--- src/rtl/vid_arbiter4.sv ---
module vid_arbiter4 #(
  parameter int AW = 16,
  parameter int DW = 8
) (
  input  logic          clk,
  input  logic          rst_n,
  input  logic          frame_start,
  input  logic [AW-1:0] cpu_addr,
  input  logic          cpu_wr,
  input  logic [DW-1:0] cpu_wdata,
  input  logic [AW-1:0] vid_base,
  input  logic [DW-1:0] mem_rdata,
  output logic          wait_n,
  output logic          sel_video,
  output logic          latch_en,
  output logic [AW-1:0] mem_addr,
  output logic          mem_we,
  output logic [DW-1:0] mem_wdata,
  output logic [DW-1:0] cpu_rdata,
  output logic [DW-1:0] vid_byte0,
  output logic [DW-1:0] vid_byte1
);
  localparam logic [1:0]    PH_G1 = 2'd0;
  localparam logic [1:0]    PH_G3 = 2'd2;
  localparam logic [1:0]    PH_G4 = 2'd3;
  localparam logic [AW-1:0] STEP  = AW'(2);

  logic [1:0]    ph;
  logic [AW-1:0] vaddr;
  logic          ready;

  assign ready     = (ph == PH_G1);
  assign wait_n    = ready;
  assign latch_en  = ready;
  assign sel_video = ph[1];
  assign mem_addr  = !sel_video ? cpu_addr : (ph[0] ? vaddr + AW'(1) : vaddr);
  assign mem_we    = cpu_wr & ~sel_video;
  assign mem_wdata = sel_video ? '0 : cpu_wdata;

  always_ff @(posedge clk) begin
    if (!rst_n) ph <= PH_G1;
    else        ph <= ph + 2'd1;
  end

  always_ff @(posedge clk) begin
    if (!rst_n)           vaddr <= '0;
    else if (frame_start) vaddr <= vid_base;
    else if (ph == PH_G4) vaddr <= vaddr + STEP;
  end

  always_ff @(posedge clk) begin
    if (!rst_n) begin
      vid_byte0 <= '0;
      vid_byte1 <= '0;
      cpu_rdata <= '0;
    end else begin
      if (ph == PH_G3) vid_byte0 <= mem_rdata;
      if (ph == PH_G4) vid_byte1 <= mem_rdata;
      if (ready)       cpu_rdata <= mem_rdata;
    end
  end
endmodule

--- config.mk ---
export PLATFORM = sky130hd
export DESIGN_NAME = vid_arbiter4
export DESIGN_NICKNAME = d
export VERILOG_FILES = /design/src/rtl/vid_arbiter4.sv
export SDC_FILE = /design/constraint.sdc
export NUM_CORES = 1
export LEC_CHECK = 0
export BUFFER_PORTS_ARGS = -buffer_cell sky130_fd_sc_hd__buf_4
export CORE_ASPECT_RATIO = 1.1
export CORE_UTILIZATION = 40
export DETAILED_ROUTE_END_ITERATION = 10
export PLACE_DENSITY = 0.7
export SYNTH_ARGS = -nofsm -noshare
export SYNTH_HDL_FRONTEND = slang
export SYNTH_SLANG_ARGS = --single-unit
--- constraint.sdc ---
create_clock -name clk -period 1.8 [get_ports clk]
set_input_delay 0.18 -clock clk [delete_from_list [all_inputs] [get_ports clk]]
set_output_delay 0.18 -clock clk [all_outputs]
set_load 0.01 [all_outputs]
# Word level (Yosys, flattened, before mapping)
# Cells that the tools add are included.
[totals]
register_bits = 42
input_bits = 52
[classes]
add_sub_neg = 3
n_eq_ne = 2
muxes = 5
bitwise = 2
reduce_logical = 2
[op_table]
columns = ["op", "count"]
rows = [
  ["$mux W16", 4],
  ["$add A16 B1 Y16 const B", 1],
  ["$add A16 B2 Y16 const B", 1],
  ["$mux W8", 1],
  ["$eq A2 B2 Y1 const B", 2],
  ["$add A2 B1 Y2 const B", 1],
  ["$logic_not A2 Y1", 1],
  ["$reduce_bool A2 Y1", 1],
  ["$and A1 B1 Y1", 1],
  ["$not A1 Y1", 1],
]

# Logic depth before layout (Yosys ltp)
[logic_depth]
word_depth = 3
ltp_mapped = 6
depth_no_buf = 5

# Worst setup path before layout
# Ideal clock, no wire load.
[synth_path]
path_kind = "reg-to-reg"
from = "register ph[1]"
to = "register cpu_rdata[0]"
arrival_time_ps = 1575
t_required_ps = 1684
slack_ps = 108
path_stages_with_launch = 7
synth_period_minus_slack_ps = 1692
path_cell_list = "dfxtp_1 -> clkbuf_1 -> inv_1 -> ha_1 -> clkbuf_1 -> mux2i_1 -> nor2b_1"
[synth_via]
elab_chain_len = 1
[synth_rtl]
columns = ["item", "line_no", "text"]
rows = [
  ["start: declaration", "28", "logic [1:0] ph;"],
  ["start signal: assignment", "42", "else ph <= ph + 2'd1;"],
  ["$logic_not A2 Y1", "32", "assign ready = (ph == PH_G1);"],
  ["named net latch_en", "15", "output logic latch_en,"],
  ["end signal: assignment", "59", "if (ready) cpu_rdata <= mem_rdata;"],
  ["end: declaration", "19", "output logic [DW-1:0] cpu_rdata,"],
]
# The timed path passes the listed nets, and every way through them passes these cells.
# A chain may end at the register's enable or synchronous reset.

# Worst setup path after layout
[layout_path]
from = "register vaddr[1]"
to = "output port mem_addr[11]"
[layout_via]
elab_chain_len = 3
[layout_rtl]
columns = ["item", "line_no", "text"]
rows = [
  ["start: declaration", "29", "logic [AW-1:0] vaddr;"],
  ["start signal: assignment", "47", "else if (frame_start) vaddr <= vid_base;"],
  ["start signal: assignment", "48", "else if (ph == PH_G4) vaddr <= vaddr + STEP;"],
  ["$add A16 B1 Y16", "36", "assign mem_addr = !sel_video ? cpu_addr : (ph[0] ? vaddr + AW'(1) : vaddr);"],
  ["$mux W16 (2 in series)", "36", ""],
  ["end: declaration", "16", "output logic [AW-1:0] mem_addr,"],
]
# Every way passes these cells.

==> reports/qor.yml <==
yosys:
  async_flop_share_pct: 0
  yosys_warnings: 0
  synth-main-ff-cell: "dfxtp_1"
  synth_seq_cells: 42
  syn_nets: 327
  syn_avg_cell_area_sq_um: 8.65
  syn_area_sq_um: 2340
  seq_area_frac_synth_pct: 36.0
  synth_cell_type_count: 24
  synth-edff-count: 0
  syn_inst: 270
clock_network:
  cts_made_buffers: 5
  insertion_delay_ns: 0.30
  hold_buffers: 0
  clock_sinks: 42
  cts_buffer_depth: 2
  clockRootBuffer: "clkbuf_8"
  path_clk_slew_ns: 0.08
  cts.htree.levels: 2
  cts_tree: "yes"
worst_setup_path:
  end_kind: "output pin"
  crit_type: "reg -> out"
  reg2reg_slack_ns: 0.22
  required_ns: 1.62
  critPathArrivalTime_ns: 1.76
  worstSetupStartpointType: "register"
  critPathMaxStageDelay_ns: 0.38
  cp_common_cell: "buf_4"
  path_cells: "ha_4, nand4_1, buf_4, nor3_2, xnor2_1, a21oi_1, buf_4"
  critical_path.top_delay_family: "flip-flops"
  critPathMaxFanout: 4
  cp_num_buf_inv: 2
  cpMaxStageDelayCell: "dfxtp_4"
global_routing:
  grt_pass1_wl_mm: 8.89
  grt_max_degree: 43
  overflow: 0
  antenna_found_initial: 0
  grt_pass1_vias: 1941
  grt_use_total_pct: 18.9
die:
  core-area_sq_um: 5500
  num_io_pins: 104
  num_rows: 28
  chipWidth_um: 74.9
  die_area_sq_um: 6150
  initial_core_util_pct: 42.5
  die_height_um: 82.2
sta:
  maxSlewViolCount: 0
  tns_ns: -1.06
  fin_hold_ws_ns: 0.135
  worst_pin_slew_ns: 0.604
  setup_viol: 11
  skew_ns: 0.00886
  layout_setup_ws_ns: -0.145
  period_share_pct: 108
  period_needed_ns: 1.94
  fmax_mhz: 514
  hold_violations: 0
  rsz0062_at_grt: "true"
  slew_headroom_pct: 59.7
layout:
  synthToLayoutAreaGrowth_pct: 50.7
  fin_cells: 463
  n_antenna_cell: 0
  finish.instance_area_sq_um: 3520
  nNetsFinal: 444
  drive_above_1_share_pct: 42.3
  final_core_util_pct: 64.0
place:
  post-dp-hpwl_mm: 4.15
  placed_cell_area_sq_um: 3220
  gp_congestion: 0.841
  pre_cts_ws_ns: 0.0523
  port-buffer-count: 103
  dp_cells: 443
hold_path:
  hold_path.class: "in -> reg"
detailed_routing:
  drc_errors: 0
  vias: 2229
  via_per_inst: 4.81
  drtAntennaViolNets: 0
  dr.pass1.iters: 4
  wl_met1_mm: 2.60
  wl_met2_mm: 2.64
  highest_layer: "met4"
  wl_met3_um: 548
  wire_per_inst_um: 12.7
  drt_iter0_drc: 115
  routed_wl_mm: 5.88
run_status:
  status: "complete, but fails checks"
  failed_checks: "negative setup slack"
pwr:
  power.leakage_nw: 1.50
  powerDensity_nw_per_um2: 660
  power_mw: 2.32
  vdd_drop_max_v: 0.000504
job:
  max-cap-violations: 0
synth_stat cells (2+ instances only):
| library cell | instances | area (sq um) |
|---|---|---|
| nor2_1 | 24 | 90.1 |
| ha_1 | 5 | 62.6 |
| nand3_1 | 3 | 15.0 |
| dfxtp_1 | 42 | 841 |
| buf_2 | 4 | 20.0 |
| nand2_1 | 10 | 37.5 |
| inv_1 | 5 | 18.8 |
| nand4_1 | 5 | 31.3 |
| nor4_1 | 4 | 25.0 |
| and2_1 | 5 | 31.3 |
| a21oi_1 | 27 | 135 |
| xor2_1 | 3 | 26.3 |
| xnor2_1 | 26 | 228 |
| mux2i_1 | 27 | 270 |
| nor4_2 | 4 | 50.1 |
| nor3_1 | 6 | 30.0 |
| buf_4 | 2 | 15.0 |
| o21ai_0 | 15 | 75.1 |
| nor2b_1 | 35 | 219 |
| clkbuf_1 | 14 | 52.6 |
layout by cell type, fill, tap and decap left out, types with 2 or more instances in the layout:
cell | Yosys | layout
buf_4 | 2 | 130
nor2b_1 | 35 | 35
dfxtp_1 | 42 | 33
a21oi_1 | 27 | 27
mux2i_1 | 27 | 27
xnor2_1 | 26 | 25
nor2_1 | 24 | 21
o21ai_0 | 15 | 15
nand2_1 | 10 | 10
dfxtp_2 | 0 | 8
inv_1 | 5 | 5
nand4_1 | 5 | 5
and2_1 | 5 | 5
clkbuf_8 | 0 | 5
ha_1 | 5 | 4
nand3_1 | 3 | 3
nor4_4 | 0 | 3
xor2_1 | 3 | 3
nor4_1 | 4 | 3
nor3_1 | 6 | 3
nand4_4 | 1 | 2
nor4_2 | 4 | 2
nor3_2 | 0 | 2
nor2_2 | 0 | 2
layer usage:
layer / vias up / track usage (%)
li1: 1144 / -
met5: - / 0
met2: 89 / 30.6
met4: 0 / 6.42
met1: 988 / 23.5
met3: 8 / 5.95
kinds of logic after synthesis:
logic type	share of synthesized area (%)
compound gates	9.00
xor+xnor	10.9
fa+ha+maj	2.68
buf+inv	5.03
flops	36.0
mux	11.6
simple gates	24.9
cell type report:
type / instances / area [sq um]
sequential: 42 / 855
tap: 75 / 93.8
timing repair buffer: 131 / 987
multi-input combinational: 202 / 1470
inverter: 5 / 18.8
fill: 453 / 1980
clock buffer: 5 / 68.8
clock inverter: 3 / 25.0
where the power goes:
part,internal (mW),total [mW],leakage [nW],switching [mW]
Clock,0.280,0.631,0.0447,0.352
Combinational,0.357,0.649,1.11,0.292
Sequential,0.991,1.04,0.348,0.0533
Total,1.63,2.32,1.50,0.697
path summary, 6_finish.rpt:
check | from | endpoint | cells past startpoint
min | vid_base[0] | vaddr[0] | 3
max | vaddr[1] | mem_addr[11] | 7
max reg2reg | ph[0] | vaddr[14] | 5
min reg2reg | ph[0] | ph[0] | 1
what timing repair did:
item / in CTS / in global routing
pin swaps: 15 / 5
endpoints found under the setup margin: 12 / 12
gates cloned: 0 / 0
buffers inserted: 9 / 3
resized for setup: 21 / 6
tightest hold or removal path, cell delays in order:
cell and delay (ns):
buf_4 0.07, mux2i_1 0.05, nor2b_1 0.09
flip-flops by register name, indices dropped and copies added, names as in the netlist:
name       flops
vid_byte1      8
cpu_rdata      8
ph             2
vid_byte0      8
vaddr         16
Note: power is estimated with default switching activity, not from simulation.
